`src/rtl/tmr_pkg.sv`:
```
package tmr_pkg;
   typedef enum logic {
      SRC_TICK = 1'b0,
      SRC_PIN  = 1'b1
   } tmr_src_e;

   typedef enum logic {
      ROUTE_COUNTER  = 1'b0,
      ROUTE_WATCHDOG = 1'b1
   } psc_route_e;
endpackage

```
`src/rtl/tmr_edge_sync.sv`:
```
module tmr_edge_sync #(
   parameter int STAGES = 2
) (
   input  logic clk,
   input  logic rst_n,
   input  logic pin,
   input  logic fall_sel,
   output logic edge_ev
);
   logic [STAGES-1:0] stage_q;
   logic              prev_q;

   for (genvar i = 0; i < STAGES; i++) begin : g_stage
      always_ff @(posedge clk or negedge rst_n) begin
         if (!rst_n) stage_q[i] <= 1'b0;
         else if (i == 0) stage_q[i] <= pin;
         else stage_q[i] <= stage_q[(i == 0) ? 0 : i-1];
      end
   end

   always_ff @(posedge clk or negedge rst_n) begin
      if (!rst_n) prev_q <= 1'b0;
      else prev_q <= stage_q[STAGES-1];
   end

   always_comb begin
      if (fall_sel) edge_ev = prev_q & ~stage_q[STAGES-1];
      else          edge_ev = stage_q[STAGES-1] & ~prev_q;
   end
endmodule

```
`src/rtl/tmr_prescaler.sv`:
```
module tmr_prescaler #(
   parameter int PSC_W  = 8,
   parameter int RATE_W = 3
) (
   input  logic              clk,
   input  logic              rst_n,
   input  logic              clr,
   input  logic              step,
   input  logic [RATE_W-1:0] rate,
   output logic              fire
);
   logic [PSC_W-1:0] div_q;
   logic [PSC_W-1:0] mask;

   always_comb begin
      for (int i = 0; i < PSC_W; i++) mask[i] = (i <= int'(rate));
   end

   always_ff @(posedge clk or negedge rst_n) begin
      if (!rst_n)    div_q <= '0;
      else if (clr)  div_q <= '0;
      else if (step) div_q <= div_q + 1'b1;
   end

   assign fire = step & ((div_q & mask) == mask);
endmodule

```
`src/rtl/tmr_core.sv`:
```
module tmr_core #(
   parameter int CNT_W      = 8,
   parameter int HOLD_TICKS = 2
) (
   input  logic             clk,
   input  logic             rst_n,
   input  logic             wr_en,
   input  logic [CNT_W-1:0] wr_data,
   input  logic             inc,
   input  logic             tick_en,
   output logic [CNT_W-1:0] cnt_q,
   output logic             ovf_q
);
   logic held;

   if (HOLD_TICKS > 0) begin : g_hold
      localparam int HW = $clog2(HOLD_TICKS + 1);
      logic [HW-1:0] hold_q;
      always_ff @(posedge clk or negedge rst_n) begin
         if (!rst_n)                        hold_q <= '0;
         else if (wr_en)                    hold_q <= HW'(HOLD_TICKS);
         else if (tick_en && hold_q != '0)  hold_q <= hold_q - 1'b1;
      end
      assign held = (hold_q != '0);
   end else begin : g_nohold
      assign held = 1'b0;
   end

   always_ff @(posedge clk or negedge rst_n) begin
      if (!rst_n) begin
         cnt_q <= '0;
         ovf_q <= 1'b0;
      end else if (wr_en) begin
         cnt_q <= wr_data;
         ovf_q <= 1'b0;
      end else if (inc && !held) begin
         cnt_q <= cnt_q + 1'b1;
         ovf_q <= (cnt_q == '1);
      end else begin
         ovf_q <= 1'b0;
      end
   end
endmodule

```
`src/rtl/tmr_unit.sv`:
```
module tmr_unit
   import tmr_pkg::*;
#(
   parameter int CNT_W       = 8,
   parameter int PSC_W       = 8,
   parameter int RATE_W      = 3,
   parameter int SYNC_STAGES = 2,
   parameter int HOLD_TICKS  = 2,
   localparam int CFG_W      = RATE_W + 3
) (
   input  logic             clk,
   input  logic             rst_n,
   input  logic             tick_en,
   input  logic             ext_pin,
   input  logic             wdt_tick,
   input  logic [CFG_W-1:0] cfg,
   input  logic             wr_en,
   input  logic [CNT_W-1:0] wr_data,
   output logic [CNT_W-1:0] cnt_q,
   output logic             ovf_pulse,
   output logic             psc_tap
);
   localparam int IDX_ROUTE = RATE_W;
   localparam int IDX_EDGE  = RATE_W + 1;
   localparam int IDX_SRC   = RATE_W + 2;

   if (PSC_W < (1 << RATE_W)) begin : g_bad_psc
      $error("PSC_W too narrow for the largest rate code");
   end
   if (SYNC_STAGES < 2) begin : g_bad_sync
      $error("SYNC_STAGES must be at least 2");
   end
   if (CNT_W < 2) begin : g_bad_cnt
      $error("CNT_W must be at least 2");
   end

   tmr_src_e   src_sel;
   psc_route_e route;
   logic       pin_ev, src_ev, psc_step, psc_clr, psc_fire, cnt_inc;

   assign src_sel = tmr_src_e'(cfg[IDX_SRC]);
   assign route   = psc_route_e'(cfg[IDX_ROUTE]);

   tmr_edge_sync #(.STAGES(SYNC_STAGES)) u_sync (
      .clk(clk), .rst_n(rst_n), .pin(ext_pin),
      .fall_sel(cfg[IDX_EDGE]), .edge_ev(pin_ev)
   );

   assign src_ev   = (src_sel == SRC_PIN) ? pin_ev : tick_en;
   assign psc_step = (route == ROUTE_WATCHDOG) ? wdt_tick : src_ev;
   assign psc_clr  = wr_en && (route == ROUTE_COUNTER);

   tmr_prescaler #(.PSC_W(PSC_W), .RATE_W(RATE_W)) u_psc (
      .clk(clk), .rst_n(rst_n), .clr(psc_clr), .step(psc_step),
      .rate(cfg[RATE_W-1:0]), .fire(psc_fire)
   );

   assign cnt_inc = (route == ROUTE_WATCHDOG) ? src_ev : psc_fire;
   assign psc_tap = (route == ROUTE_WATCHDOG) && psc_fire;

   tmr_core #(.CNT_W(CNT_W), .HOLD_TICKS(HOLD_TICKS)) u_core (
      .clk(clk), .rst_n(rst_n), .wr_en(wr_en), .wr_data(wr_data),
      .inc(cnt_inc), .tick_en(tick_en), .cnt_q(cnt_q), .ovf_q(ovf_pulse)
   );
endmodule

```
`config.mk`:
```
export PLATFORM = sky130hd
export DESIGN_NAME = tmr_unit
export DESIGN_NICKNAME = d
export VERILOG_FILES = /design/src/rtl/tmr_pkg.sv /design/src/rtl/tmr_edge_sync.sv /design/src/rtl/tmr_prescaler.sv /design/src/rtl/tmr_core.sv /design/src/rtl/tmr_unit.sv
export SDC_FILE = /design/constraint.sdc
export NUM_CORES = 1
export LEC_CHECK = 0
export BUFFER_PORTS_ARGS = -buffer_cell sky130_fd_sc_hd__buf_2
export CAP_MARGIN = 10
export CORE_MARGIN = 3
export CORE_UTILIZATION = 50
export CTS_CLUSTER_SIZE = 24
export DETAILED_ROUTE_END_ITERATION = 10
export PLACE_DENSITY = 0.75
export SKIP_CTS_REPAIR_TIMING = 1
export SLEW_MARGIN = 20
export SYNTH_ARGS = -nofsm -noshare
export SYNTH_HDL_FRONTEND = slang
export SYNTH_SLANG_ARGS = --single-unit
export TNS_END_PERCENT = 10
```
`constraint.sdc`:
```
create_clock -name clk -period 3.75 [get_ports clk]
set_input_delay 0.1875 -clock clk [delete_from_list [all_inputs] [get_ports clk]]
set_output_delay 0.1875 -clock clk [all_outputs]
set_load 0.02 [all_outputs]
```
-- Yosys cells after proc, flatten, opt, wreduce, memory -nomap -nowiden
Index checks and enable logic that the tools add are counted.
- add/sub/neg operators: 3
- mux-type cells: 12
- reduce and logical (&&, ||, !) cells: 9
- bitwise gates (word level): 7
- equality and inequality tests: 2
- magnitude comparators: 7
- operators with widths (kind ; count):
    $mux 8 ; 4
    $add 8x1->8 const B ; 2
    $le 3x3->1 const A ; 4
    $and 8x8->8 ; 1
    $eq 8x8->1 ; 1
    $eq 8x8->1 const B ; 1
    $reduce_bool 2->1 ; 4
    $le 2x3->1 const A ; 2
    $mux 1 ; 6
    $logic_and 1x1->1 ; 4
    $mux 2 ; 2
    $and 1x1->1 ; 3
    $le 1x3->1 const A ; 1
    $not 1->1 ; 3
    $sub 2x1->2 const B ; 1
    $logic_not 1->1 ; 1
- register bits after elaboration: 22
- output and inout port bits: 10
- input bits: 20

-- Longest topological paths before layout
Gate-level depths: netlist of the first run.
- word-level depth: 10
- depth in mapped cells: 6
- mapped depth without buffers: 6

-- By module
A second synthesis of the first run with hierarchy kept.
- cell total of the unflattened synthesis: 122
- area, all modules: 1166.1 µm²
- modules (own cells, without submodules) (module ; area each (µm²) ; cells an instance ; times used):
    tmr_core ; 581.8 ; 61 ; 1
    tmr_prescaler ; 441.7 ; 48 ; 1
    tmr_edge_sync ; 97.6 ; 6 ; 1
    tmr_unit ; 45.0 ; 7 ; 1

-- Least setup slack after synthesis of the first run
Ideal clock, no wire load.
- path kind: register to register
- start point: register u_sync.prev_q
- end point: register u_psc.div_q[2]
- setup time: 66 ps
- arrival time: 1834 ps
- stages on the path, launching flop included: 7
- setup slack: 1850 ps
- buffers on the path: 1
- data required time: 3684 ps
- cell sequence: dfrtp_1 > or3b_4 > a31o_4 > a21o_1 > buf_6 > or4b_1 > nand2_1
- word-level cells in the longest chain between the ends: 6
- ends and longest elaborated chain (item ; line ; source):
    from (decl) ; tmr_edge_sync.sv:11 ; logic prev_q;
    from (signal assigned) ; tmr_edge_sync.sv:23 ; else prev_q <= stage_q[STAGES-1];
    $not 1->1 ; tmr_edge_sync.sv:28 ; else edge_ev = stage_q[STAGES-1] & ~prev_q;
    $and 1x1->1 ; tmr_edge_sync.sv:28 ;
    $mux 1 (*) ; tmr_edge_sync.sv:27 ; if (fall_sel) edge_ev = prev_q & ~stage_q[STAGES-1];
    $mux 1 (*) ; tmr_unit.sv:49 ; assign src_ev = (src_sel == SRC_PIN) ? pin_ev : tick_en;
    $mux 1 (*) ; tmr_unit.sv:50 ; assign psc_step = (route == ROUTE_WATCHDOG) ? wdt_tick : src_ev;
    $reduce_bool 2->1 (no source line) (*) ; - ;
    to (signal assigned) ; tmr_prescaler.sv:22 ; else if (step) div_q <= div_q + 1'b1;
    to (decl) ; tmr_prescaler.sv:12 ; logic [PSC_W-1:0] div_q;
Every way passes the cells marked *; elsewhere a longest branch is shown, timed or not.
A chain may end at the register's enable or synchronous reset.

-- Worst setup path in the final report of the first run
- start point: register u_sync.prev_q
- end point: register u_psc.div_q[6]
Same word-level chain as after synthesis.

==> flow_metrics.py, run 1 <==
metrics = {
    "sta": {
        "rsz0062_at_grt": "no",
        "relSlewSlack_pct": 41.8,
        "fin_crit_ns": 2.08,
        "max_freq_ghz": 0.481,
        "maxSlewViolCount": 0,
        "fin_skew_ns": 0.00283,
        "setup_viol": 0,
        "hold_ws_ns": 0.0825,
        "fin_tns_setup_ns": 0,
        "fin_crit_sh_pct": 55.5,
        "hold_viol": 0,
        "tightest_slew_ns": 0.861,
    },
    "finish": {
        "num-nets-final": 196,
        "antennaDiodeCount": 0,
        "fillerInstances": 201,
        "final-instance-count-excl-fill": 200,
        "postLayoutCellArea_um2": 1490,
        "layout_common_cells": "29 x buf_2, 22 x dfrtp_1, 16 x nor2_1",
        "final_common_cell": "buf_2",
        "area_growth_pct": 16.8,
        "drive_gt1_share_pct": 21.5,
        "post-route-util_pct": 64.1,
    },
    "routing": {
        "dr.first_iter.drc_count": 37,
        "post-route-drc-count": 0,
        "routed_wl_mm": 2.86,
        "viasPerCell": 5.96,
        "drt-wirelength-per-cell_um": 14.3,
        "ant_nets": 0,
        "via_count": 1192,
        "dr.pass1.iters": 5,
    },
    "power_and_ir_drop": {
        "power_leakage_nw": 0.682,
        "p_per_area_nw_per_um2": 377,
        "irDropWorstVdd_mv": 0.295,
    },
    "synthesis": {
        "synthCells": 141,
        "syn-num-nets": 164,
        "yosys.area.top_type": "dfrtp_1",
        "synth_top_area_share_pct": 43.3,
        "yosys-top-cells-area": "dfrtp_1 43%, nor2_1 4.7%, nand2_1 4.4%, a31oi_1 3.4%, o21ai_0 3.1%",
        "netlist_area_um2": 1270,
        "ys_seq_elements": 22,
        "yosysWarnings": 0,
        "synthArstFlopShare_pct": 100,
        "syn_area_per_cell_um2": 9.02,
        "ys.flop_type": "dfrtp_1",
        "synth_cell_types": 40,
        "ys_seq_area_share_pct": 43.3,
        "synth-edff-count": 0,
    },
    "cts": {
        "cts_made_buffers": 3,
        "cts.sinks": 22,
        "htreeDepth": 1,
        "cts_root_buffer": "clkbuf_4",
        "clock_path_buffers": 2,
        "clk_pin_slew_ns": 0.12,
        "clk_latency_ns": 0.31,
        "cts_tree": "built",
    },
    "floorplan": {
        "start_util_pct": 54.9,
        "core_um2": 2320,
        "row_count": 17,
        "die-area_um2": 3190,
        "die-width_um": 56.4,
        "io_pins": 30,
        "dieHeight_um": 56.4,
    },
    "global_route": {
        "grt_pass1_wl_mm": 4.84,
        "gr-usage-all-layers_pct": 18.9,
        "grt_pass1_vias": 1090,
        "grt_max_degree": 23,
        "antenna_found_initial": 0,
        "grt-ovfl-total": 0,
    },
    "worst_setup_path": {
        "crit_required_ns": 3.99,
        "crit_type": "flip-flop to flip-flop",
        "r2r_setup_slack_ns": 1.67,
        "cp-end-kind": "flip-flop",
        "start_kind": "flip-flop",
        "arrival_ns": 2.32,
        "critPathMaxFanout": 12,
    },
    "placed_design": {
        "post_dp_cell_area_um2": 1430,
        "port_buffers": 29,
        "dp_cells": 194,
        "gp_congestion": 0.905,
        "hpwl_mm": 2.21,
    },
    "status": {
        "status": "complete, no violations",
    },
    "worst_hold_path": {
        "hp-class": "input pin to flip-flop",
    },
    "flow_run": {
        "cap_viol_max_count": 0,
    },
}
==> report_power, final <==
group / switching [mW] / total, mW / internal, mW / leakage (nW)
combinational: 0.0784 / 0.134 / 0.0555 / 0.390
clock: 0.0701 / 0.129 / 0.0593 / 0.0210
sequential: 0.0324 / 0.297 / 0.265 / 0.271
==> layer usage <==
layer  global-route usage (%)  up-vias  routed length, µm
met1                     25.5      549               1290
met4                     4.07        0                 25
met3                     5.98        5                207
li1                         -      592                  -
met2                     29.5       46               1340
met5                        0        -                  0
==> through the flow <==
stage	power [mW]	setup WS (ns)
after detailed placement	0.433	1.69
after global placement	0.426	1.72
after global routing	0.598	1.56
final	0.560	1.67
after floorplan	0.385	1.85
after CTS	0.564	1.65
==> Yosys cell counts (2+ instances only) <==
master / number
and2_1: 2
o211ai_1: 2
or3_1: 5
nand3_1: 4
clkbuf_1: 3
nand4_1: 4
xnor2_1: 3
a211oi_1: 3
nand2_1: 15
dfrtp_1: 22
nor2_1: 16
a21o_1: 2
o21ai_0: 8
a31oi_1: 7
inv_1: 9
ha_1: 3
and4_1: 3
o31ai_1: 2
or4_1: 2
nand2b_1: 2
nor4_1: 2
a21oi_1: 4
==> worst paths after layout <==
path,start,cells after the start,to
setup reg to reg,u_sync.prev_q,5,u_psc.div_q[6]
hold / removal,wr_data[0],3,u_core.cnt_q[0]
setup / recovery,u_sync.prev_q,5,u_psc.div_q[6]
hold reg to reg,u_sync.stage_q[0],0,u_sync.stage_q[1]
max in group asynchronous,rst_n,2,u_sync.prev_q
min in group asynchronous,rst_n,2,u_psc.div_q[4]
==> critical path: stages (launching register included) <==
cell and delay [ns]:
dfrtp_1 0.40, or3b_4 0.41, a31o_4 0.27, a21o_1 0.26, or4_1 0.53, a21oi_1 0.15
==> kinds of logic (layout without fill, tap and decap cells) <==
family	after synthesis	in the layout	synth area share (%)
AO/OA/AOI/OAI	37	37	20.6
XOR/XNOR	3	3	2.07
adder cells (fa/ha/maj)	3	3	2.95
buffers and inverters	13	44	4.42
flip-flops	22	22	43.3
AND/OR/NAND/NOR	63	63	26.6
==> flip-flops by register name, summed over array words and instances, names as in the netlist <==
name / count
u_core.cnt_q: 8
u_core.g_hold.hold_q: 2
u_core.ovf_q: 1
u_psc.div_q: 8
u_sync.prev_q: 1
u_sync.stage_q: 2
==> area by class of cell <==
cell class | instances | area, µm² | share of cell area [%]
timing repair buffer | 31 | 165 | 11.1
multi-input combinational | 106 | 666 | 44.8
sequential | 22 | 551 | 37.0
inverter | 9 | 33.8 | 2.27
tap | 28 | 35.0 | 2.36
clock buffer | 4 | 36.3 | 2.44
Note: power is estimated with default switching activity, not from simulation.
==> run 2: changes to the inputs <==
--- a/config.mk
+++ b/config.mk
@@ -5,13 +5,14 @@
 export SDC_FILE = /design/constraint.sdc
 export NUM_CORES = 1
 export LEC_CHECK = 0
+export ABC_AREA = 1
 export BUFFER_PORTS_ARGS = -buffer_cell sky130_fd_sc_hd__buf_2
 export CAP_MARGIN = 10
 export CORE_MARGIN = 3
 export CORE_UTILIZATION = 50
 export CTS_CLUSTER_SIZE = 24
 export DETAILED_ROUTE_END_ITERATION = 10
-export PLACE_DENSITY = 0.75
+export PLACE_DENSITY = 0.74
 export SKIP_CTS_REPAIR_TIMING = 1
 export SLEW_MARGIN = 20
 export SYNTH_ARGS = -nofsm -noshare
==> constraint.sdc (replaced) <==
create_clock -name clk -period 2.15 [get_ports clk]
set_input_delay 0.1075 -clock clk [delete_from_list [all_inputs] [get_ports clk]]
set_output_delay 0.1075 -clock clk [all_outputs]
set_load 0.02 [all_outputs]
==> run 2 against run 1 <==
  * Utilization is 1.9 points lower
  * Clock skew is 0.00082 ns higher
  * Largest cell class unchanged
  * Clock power is 75% higher
  * Critical endpoint is now psc_tap
  * Final cell count is 22% higher
  * Highest routed layer unchanged
==> flow_metrics.py, run 2 <==
metrics = {
    "status": {
        "status": "complete, no violations",
    },
    "sta": {
        "tightest_slew_ns": 0.484,
        "fin_ws_ns": 0.623,
        "fin_crit_ns": 1.53,
        "fin_tns_setup_ns": 0,
        "setup_viol": 0,
        "fin_crit_sh_pct": 71.0,
        "maxSlewViolCount": 0,
        "hold_viol": 0,
        "rsz0062_at_grt": "no",
        "fin_skew_ns": 0.00365,
        "relSlewSlack_pct": 67.7,
        "max_freq_ghz": 0.655,
    },
    "worst_setup_path": {
        "crit_start": "u_psc.div_q[5]",
        "crit_type": "flip-flop to output port",
        "start_kind": "flip-flop",
        "r2r_start": "u_core.cnt_q[0]",
        "arrival_ns": 1.42,
        "cp-end-kind": "output port",
        "crit_slowest_cell": "dfrtp_1",
        "crit_required_ns": 2.04,
        "r2r_setup_slack_ns": 0.79,
        "cpPeakStageDelay_ns": 0.47,
        "critPathMaxFanout": 5,
        "path_cells": "nand2_2 > a21oi_2 > nand2_1 > nand2_1 > nand2_2 > nor2_1 > buf_2",
    },
    "power_and_ir_drop": {
        "power_leakage_nw": 0.821,
        "irDropWorstVdd_mv": 0.437,
        "p_total_mw": 1.08,
        "p_per_area_nw_per_um2": 686,
    },
    "cts": {
        "cts_tree": "built",
        "clk_pin_slew_ns": 0.12,
        "clk_latency_ns": 0.30,
        "htreeDepth": 1,
        "cts_made_buffers": 3,
        "cts_root_buffer": "clkbuf_4",
        "clock_path_buffers": 2,
        "cts.sinks": 22,
    },
    "routing": {
        "via_count": 1249,
        "ant_nets": 0,
        "dr.pass1.iters": 4,
        "drt-wirelength-per-cell_um": 11.5,
        "post-route-drc-count": 0,
        "dr.first_iter.drc_count": 59,
        "routed_wl_mm": 2.78,
        "viasPerCell": 5.14,
    },
    "flow_run": {
        "cap_viol_max_count": 0,
    },
    "placed_design": {
        "dp_cells": 237,
        "hpwl_mm": 2.18,
        "port_buffers": 29,
        "pre_cts_ws_ns": 0.812,
        "gp_congestion": 0.806,
    },
    "synthesis": {
        "synth-edff-count": 0,
        "synthCells": 180,
        "synth_fa_ha_area_share_pct": 2.77,
        "synth-compound-area-share_pct": 10.5,
        "syn-num-nets": 203,
        "yosysWarnings": 0,
        "synthXorXnorAreaFrac_pct": 3.23,
        "syn_area_per_cell_um2": 7.54,
        "yosys-top-cells-area": "dfrtp_1 41%, nand2_1 16%, nand3_1 6.3%, nor2_1 4.2%, o21ai_0 4.1%",
        "synth_mux_area_share_pct": 0,
        "synth_top_family_by_area": "simple AND/OR/NAND/NOR gates",
        "synth_top_area_share_pct": 40.6,
        "netlist_area_um2": 1360,
        "ys_seq_area_share_pct": 40.6,
        "synth-simple-area-share_pct": 36.2,
        "ys_seq_elements": 22,
        "ys.flop_type": "dfrtp_1",
        "yosys.area.top_type": "dfrtp_1",
        "synthArstFlopShare_pct": 100,
        "synth_common_cells": "59 x nand2_1, 22 x dfrtp_1, 17 x nand3_1",
        "synth_cell_types": 29,
        "yosysMostFrequentCell": "nand2_1",
    },
    "floorplan": {
        "core_um2": 2520,
        "io_pins": 30,
        "dieHeight_um": 58.1,
        "die-area_um2": 3370,
        "start_util_pct": 53.8,
        "die-width_um": 58.1,
        "row_count": 18,
    },
    "finish": {
        "area_growth_pct": 15.8,
        "num-nets-final": 237,
        "top_regs": "u_core.cnt_q (8), u_psc.div_q (8)",
        "antennaDiodeCount": 0,
        "drive_gt1_share_pct": 22.5,
        "final-instance-count-excl-fill": 243,
        "final_common_cell": "nand2_1",
        "post-route-util_pct": 62.3,
        "fillerInstances": 247,
        "layout_common_cells": "59 x nand2_1, 29 x buf_2, 22 x dfrtp_1",
    },
    "worst_hold_path": {
        "hp-class": "input pin to flip-flop",
        "min_from": "wr_data[1]",
    },
    "global_route": {
        "antenna_found_initial": 0,
        "grt_max_degree": 23,
        "grt_pass1_vias": 1206,
        "grt_pass1_wl_mm": 4.93,
        "gr-usage-all-layers_pct": 18.5,
        "grt-ovfl-total": 0,
    },
}
==> run 2: area by class of cell <==
class | count | area [µm²] | area share (%)
Multi-Input combinational cell | 139 | 714 | 45.5
Sequential cell | 22 | 551 | 35.1
Timing Repair Buffer | 31 | 165 | 10.5
Inverter | 17 | 66.3 | 4.22
Tap cell | 30 | 37.5 | 2.39
Clock buffer | 4 | 36.3 | 2.31
==> run 2: final timing paths <==
path,cells after the start,end
max,7,psc_tap
min,5,u_core.cnt_q[1]
max reg2reg,8,u_core.cnt_q[6]
min reg2reg,0,u_sync.stage_q[1]
max in group asynchronous,2,u_core.cnt_q[5]
min in group asynchronous,2,u_sync.stage_q[0]
==> run 2: metal layers <==
layer	up-vias	global-route usage, %	wire, µm
met2	26	28.9	1310
met3	2	3.79	136
met5	-	0	0
li1	641	-	-
met1	580	24.4	1320
met4	0	9.27	21
==> run 2: critical path, delay by kind of cell, from the launching register on <==
| family | cells | cell delay, ns |
|---|---|---|
| DFF | 1 | 0.47 |
| buffers and inverters | 1 | 0.17 |
| AOI/OAI and AO/OA | 1 | 0.13 |
| and+or+nand+nor | 5 | 0.35 |
==> run 2: cell families after synthesis <==
| group | count (synthesis) |
|---|---|
| AND/OR/NAND/NOR | 108 |
| adder cells (fa/ha/maj) | 3 |
| AO/OA/AOI/OAI | 23 |
| flip-flops | 22 |
| buffers and inverters | 19 |
| XOR/XNOR | 5 |
==> run 2: where the power goes <==
part | total (mW) | leakage [nW] | switching [mW] | internal, mW
registers | 0.543 | 0.279 | 0.0706 | 0.473
clock network | 0.226 | 0.0210 | 0.123 | 0.103
logic | 0.307 | 0.521 | 0.185 | 0.123
==> run 2: through the flow <==
step	instance area, µm²	hold slack [ns]
after floorplan	1360	-0.188
after global placement	1510	0.0969
after detailed placement	1510	0.0993
after CTS	1550	-0.239
after global routing	1570	0.0945
final	1570	0.0982
==> run 3: changes to the inputs <==
--- a/config.mk
+++ b/config.mk
@@ -9,10 +9,10 @@
 export BUFFER_PORTS_ARGS = -buffer_cell sky130_fd_sc_hd__buf_2
 export CAP_MARGIN = 10
 export CORE_MARGIN = 3
-export CORE_UTILIZATION = 50
+export CORE_UTILIZATION = 48
 export CTS_CLUSTER_SIZE = 24
 export DETAILED_ROUTE_END_ITERATION = 10
-export PLACE_DENSITY = 0.74
+export PLACE_DENSITY = 0.75
 export SKIP_CTS_REPAIR_TIMING = 1
 export SLEW_MARGIN = 20
 export SYNTH_ARGS = -nofsm -noshare
==> constraint.sdc (replaced) <==
create_clock -name clk -period 1.3 [get_ports clk]
set_input_delay 0.065 -clock clk [delete_from_list [all_inputs] [get_ports clk]]
set_output_delay 0.065 -clock clk [all_outputs]
set_load 0.02 [all_outputs]
==> run 3 against run 2 <==
  * The flow now finishes with violations (negative setup slack)
  * Combinational power up 100%
  * Clock skew down 0.0026 ns
  * Die area up 3.7%
  * Wire length up 11%
  * Sequential share of layout area down 2.0 points
  * Flip-flop and latch count unchanged
  * Design area up 6.4%
  * Setup slack worse by 0.75 ns
  * Register-to-register slack worse by 0.88 ns
  * Total power up 70%
  * Clock-buffer cell count unchanged
  * Via count up 6.2%
  * Critical path type unchanged
  * Largest cell class unchanged
  * Highest routed layer unchanged
==> flow_metrics.py, run 3 (synthesis results as in run 2) <==
metrics = {
    "cts": {
        "cts_root_buffer": "clkbuf_4",
        "clk_latency_ns": 0.30,
        "cts_made_buffers": 3,
        "htreeDepth": 1,
        "cts_tree": "built",
        "clk_pin_slew_ns": 0.12,
        "cts.sinks": 22,
        "clock_path_buffers": 2,
    },
    "finish": {
        "drive_gt1_share_pct": 30.9,
        "num-nets-final": 247,
        "area_growth_pct": 23.2,
        "final-instance-count-excl-fill": 253,
        "post-route-util_pct": 64.5,
        "area.sequential_um2": 553,
        "postLayoutCellArea_um2": 1670,
        "fillerInstances": 228,
        "top_regs": "u_core.cnt_q (8), u_psc.div_q (8)",
        "final_common_cell": "nand2_1",
        "layout_common_cells": "58 x nand2_1, 28 x buf_2, 20 x dfrtp_1",
        "antennaDiodeCount": 0,
        "multi_input_area_um2": 738,
    },
    "worst_setup_path": {
        "start_kind": "flip-flop",
        "crit_type": "flip-flop to output port",
        "arrival_ns": 1.37,
        "crit_required_ns": 1.24,
        "cp-end-kind": "output port",
        "r2r_setup_slack_ns": -0.09,
        "critPathMaxFanout": 3,
    },
    "sta": {
        "tightest_slew_ns": 0.503,
        "setup_viol": 5,
        "fin_skew_ns": 0.000998,
        "relSlewSlack_pct": 66.5,
        "hold_viol": 0,
        "fin_crit_sh_pct": 110,
        "fin_ws_ns": -0.130,
        "rsz0062_at_grt": "yes",
        "maxSlewViolCount": 0,
        "max_freq_ghz": 0.699,
        "fin_crit_ns": 1.43,
    },
    "power_and_ir_drop": {
        "p_per_area_nw_per_um2": 1100,
        "p_total_mw": 1.83,
        "p_int_mw": 1.17,
        "irDropWorstVdd_mv": 0.779,
        "pwr-share-seq_pct": 48.4,
        "power_leakage_nw": 0.860,
        "p_comb_share_pct": 33.9,
        "switching_share_pct": 36.2,
        "p_clk_share_pct": 17.7,
        "p_sw_uw": 663,
    },
    "routing": {
        "routed_wl_mm": 3.09,
        "dr.pass1.iters": 4,
        "drt-wirelength-per-cell_um": 12.2,
        "via_count": 1327,
        "post-route-drc-count": 0,
        "viasPerCell": 5.25,
        "ant_nets": 0,
        "dr.first_iter.drc_count": 53,
    },
    "global_route": {
        "grt_pass1_wl_mm": 5.11,
        "grt-ovfl-total": 0,
        "grt_pass1_vias": 1228,
        "gr-usage-all-layers_pct": 18.7,
        "grt_max_degree": 23,
        "antenna_found_initial": 0,
    },
    "floorplan": {
        "io_pins": 30,
        "start_util_pct": 52.4,
        "die-area_um2": 3500,
        "core_um2": 2590,
        "dieHeight_um": 59.2,
        "die-width_um": 59.2,
        "row_count": 18,
    },
    "status": {
        "violations": "negative setup slack",
        "status": "finished, violations left",
    },
    "placed_design": {
        "port_buffers": 29,
        "dp_cells": 245,
        "gp_congestion": 0.880,
        "post_dp_cell_area_um2": 1580,
        "hpwl_mm": 2.31,
        "pre_cts_ws_ns": -0.0496,
    },
    "worst_hold_path": {
        "hp-class": "input pin to flip-flop",
    },
    "flow_run": {
        "cap_viol_max_count": 0,
    },
}
run 3: cell count changes in the layout (fill, tap and decap cells not counted), sizes merged:
cell / change
buf: +10
run 3: through the flow:
step	TNS, ns	hold slack (ns)
2_1_floorplan	0	-0.231
6_report	-0.292	0.0486
5_1_grt	-1.73	0.0807
3_3_place_gp	0	0.0592
3_5_place_dp	-0.103	0.0670
4_1_cts	-0.376	-0.280
run 3: power groups by stage:
stage | sequential, mW | clock (mW) | combinational, mW
6_report | 0.886 | 0.323 | 0.621
5_1_grt | 0.902 | 0.358 | 0.716
4_1_cts | 0.881 | 0.335 | 0.575
3_5_place_dp | 0.892 | 0 | 0.574
3_3_place_gp | 0.890 | 0 | 0.553
2_1_floorplan | 0.933 | 0 | 0.320
run 3: worst paths after layout:
path                                   start           endpoint  depth (start not counted)
max                           u_psc.div_q[1]            psc_tap                          7
min in group asynchronous              rst_n     u_psc.div_q[2]                          2
min                               wr_data[1]    u_core.cnt_q[1]                          5
max reg2reg                   u_psc.div_q[0]     u_psc.div_q[4]                          8
max in group asynchronous              rst_n    u_core.cnt_q[1]                          2
min reg2reg                u_sync.stage_q[0]  u_sync.stage_q[1]                          0
run 3: layer usage:
metal  GRT usage [%]  share of wire [%]  up-vias
met5               0                  0        -
met4            6.15               0.58        0
met3            3.27                6.2        2
met2            30.1                 48       44
met1            25.4                 45      615
li1                -                  -      666
run 3: area by class of cell:
type / count / share of cell area (%)
clock buffer: 4 / 1.57
inverter: 17 / 4.12
multi-input combinational: 139 / 44.2
sequential: 22 / 33.1
tap: 30 / 2.25
timing repair buffer: 41 / 14.8
run 3: critical path, cell delays in order (launching register included):
cell	delay (ns)
dfrtp_1	0.42
inv_2	0.06
a21oi_2	0.11
nand2_1	0.07
nor2_2	0.11
nand2_2	0.07
nor2_2	0.10
buf_6	0.12
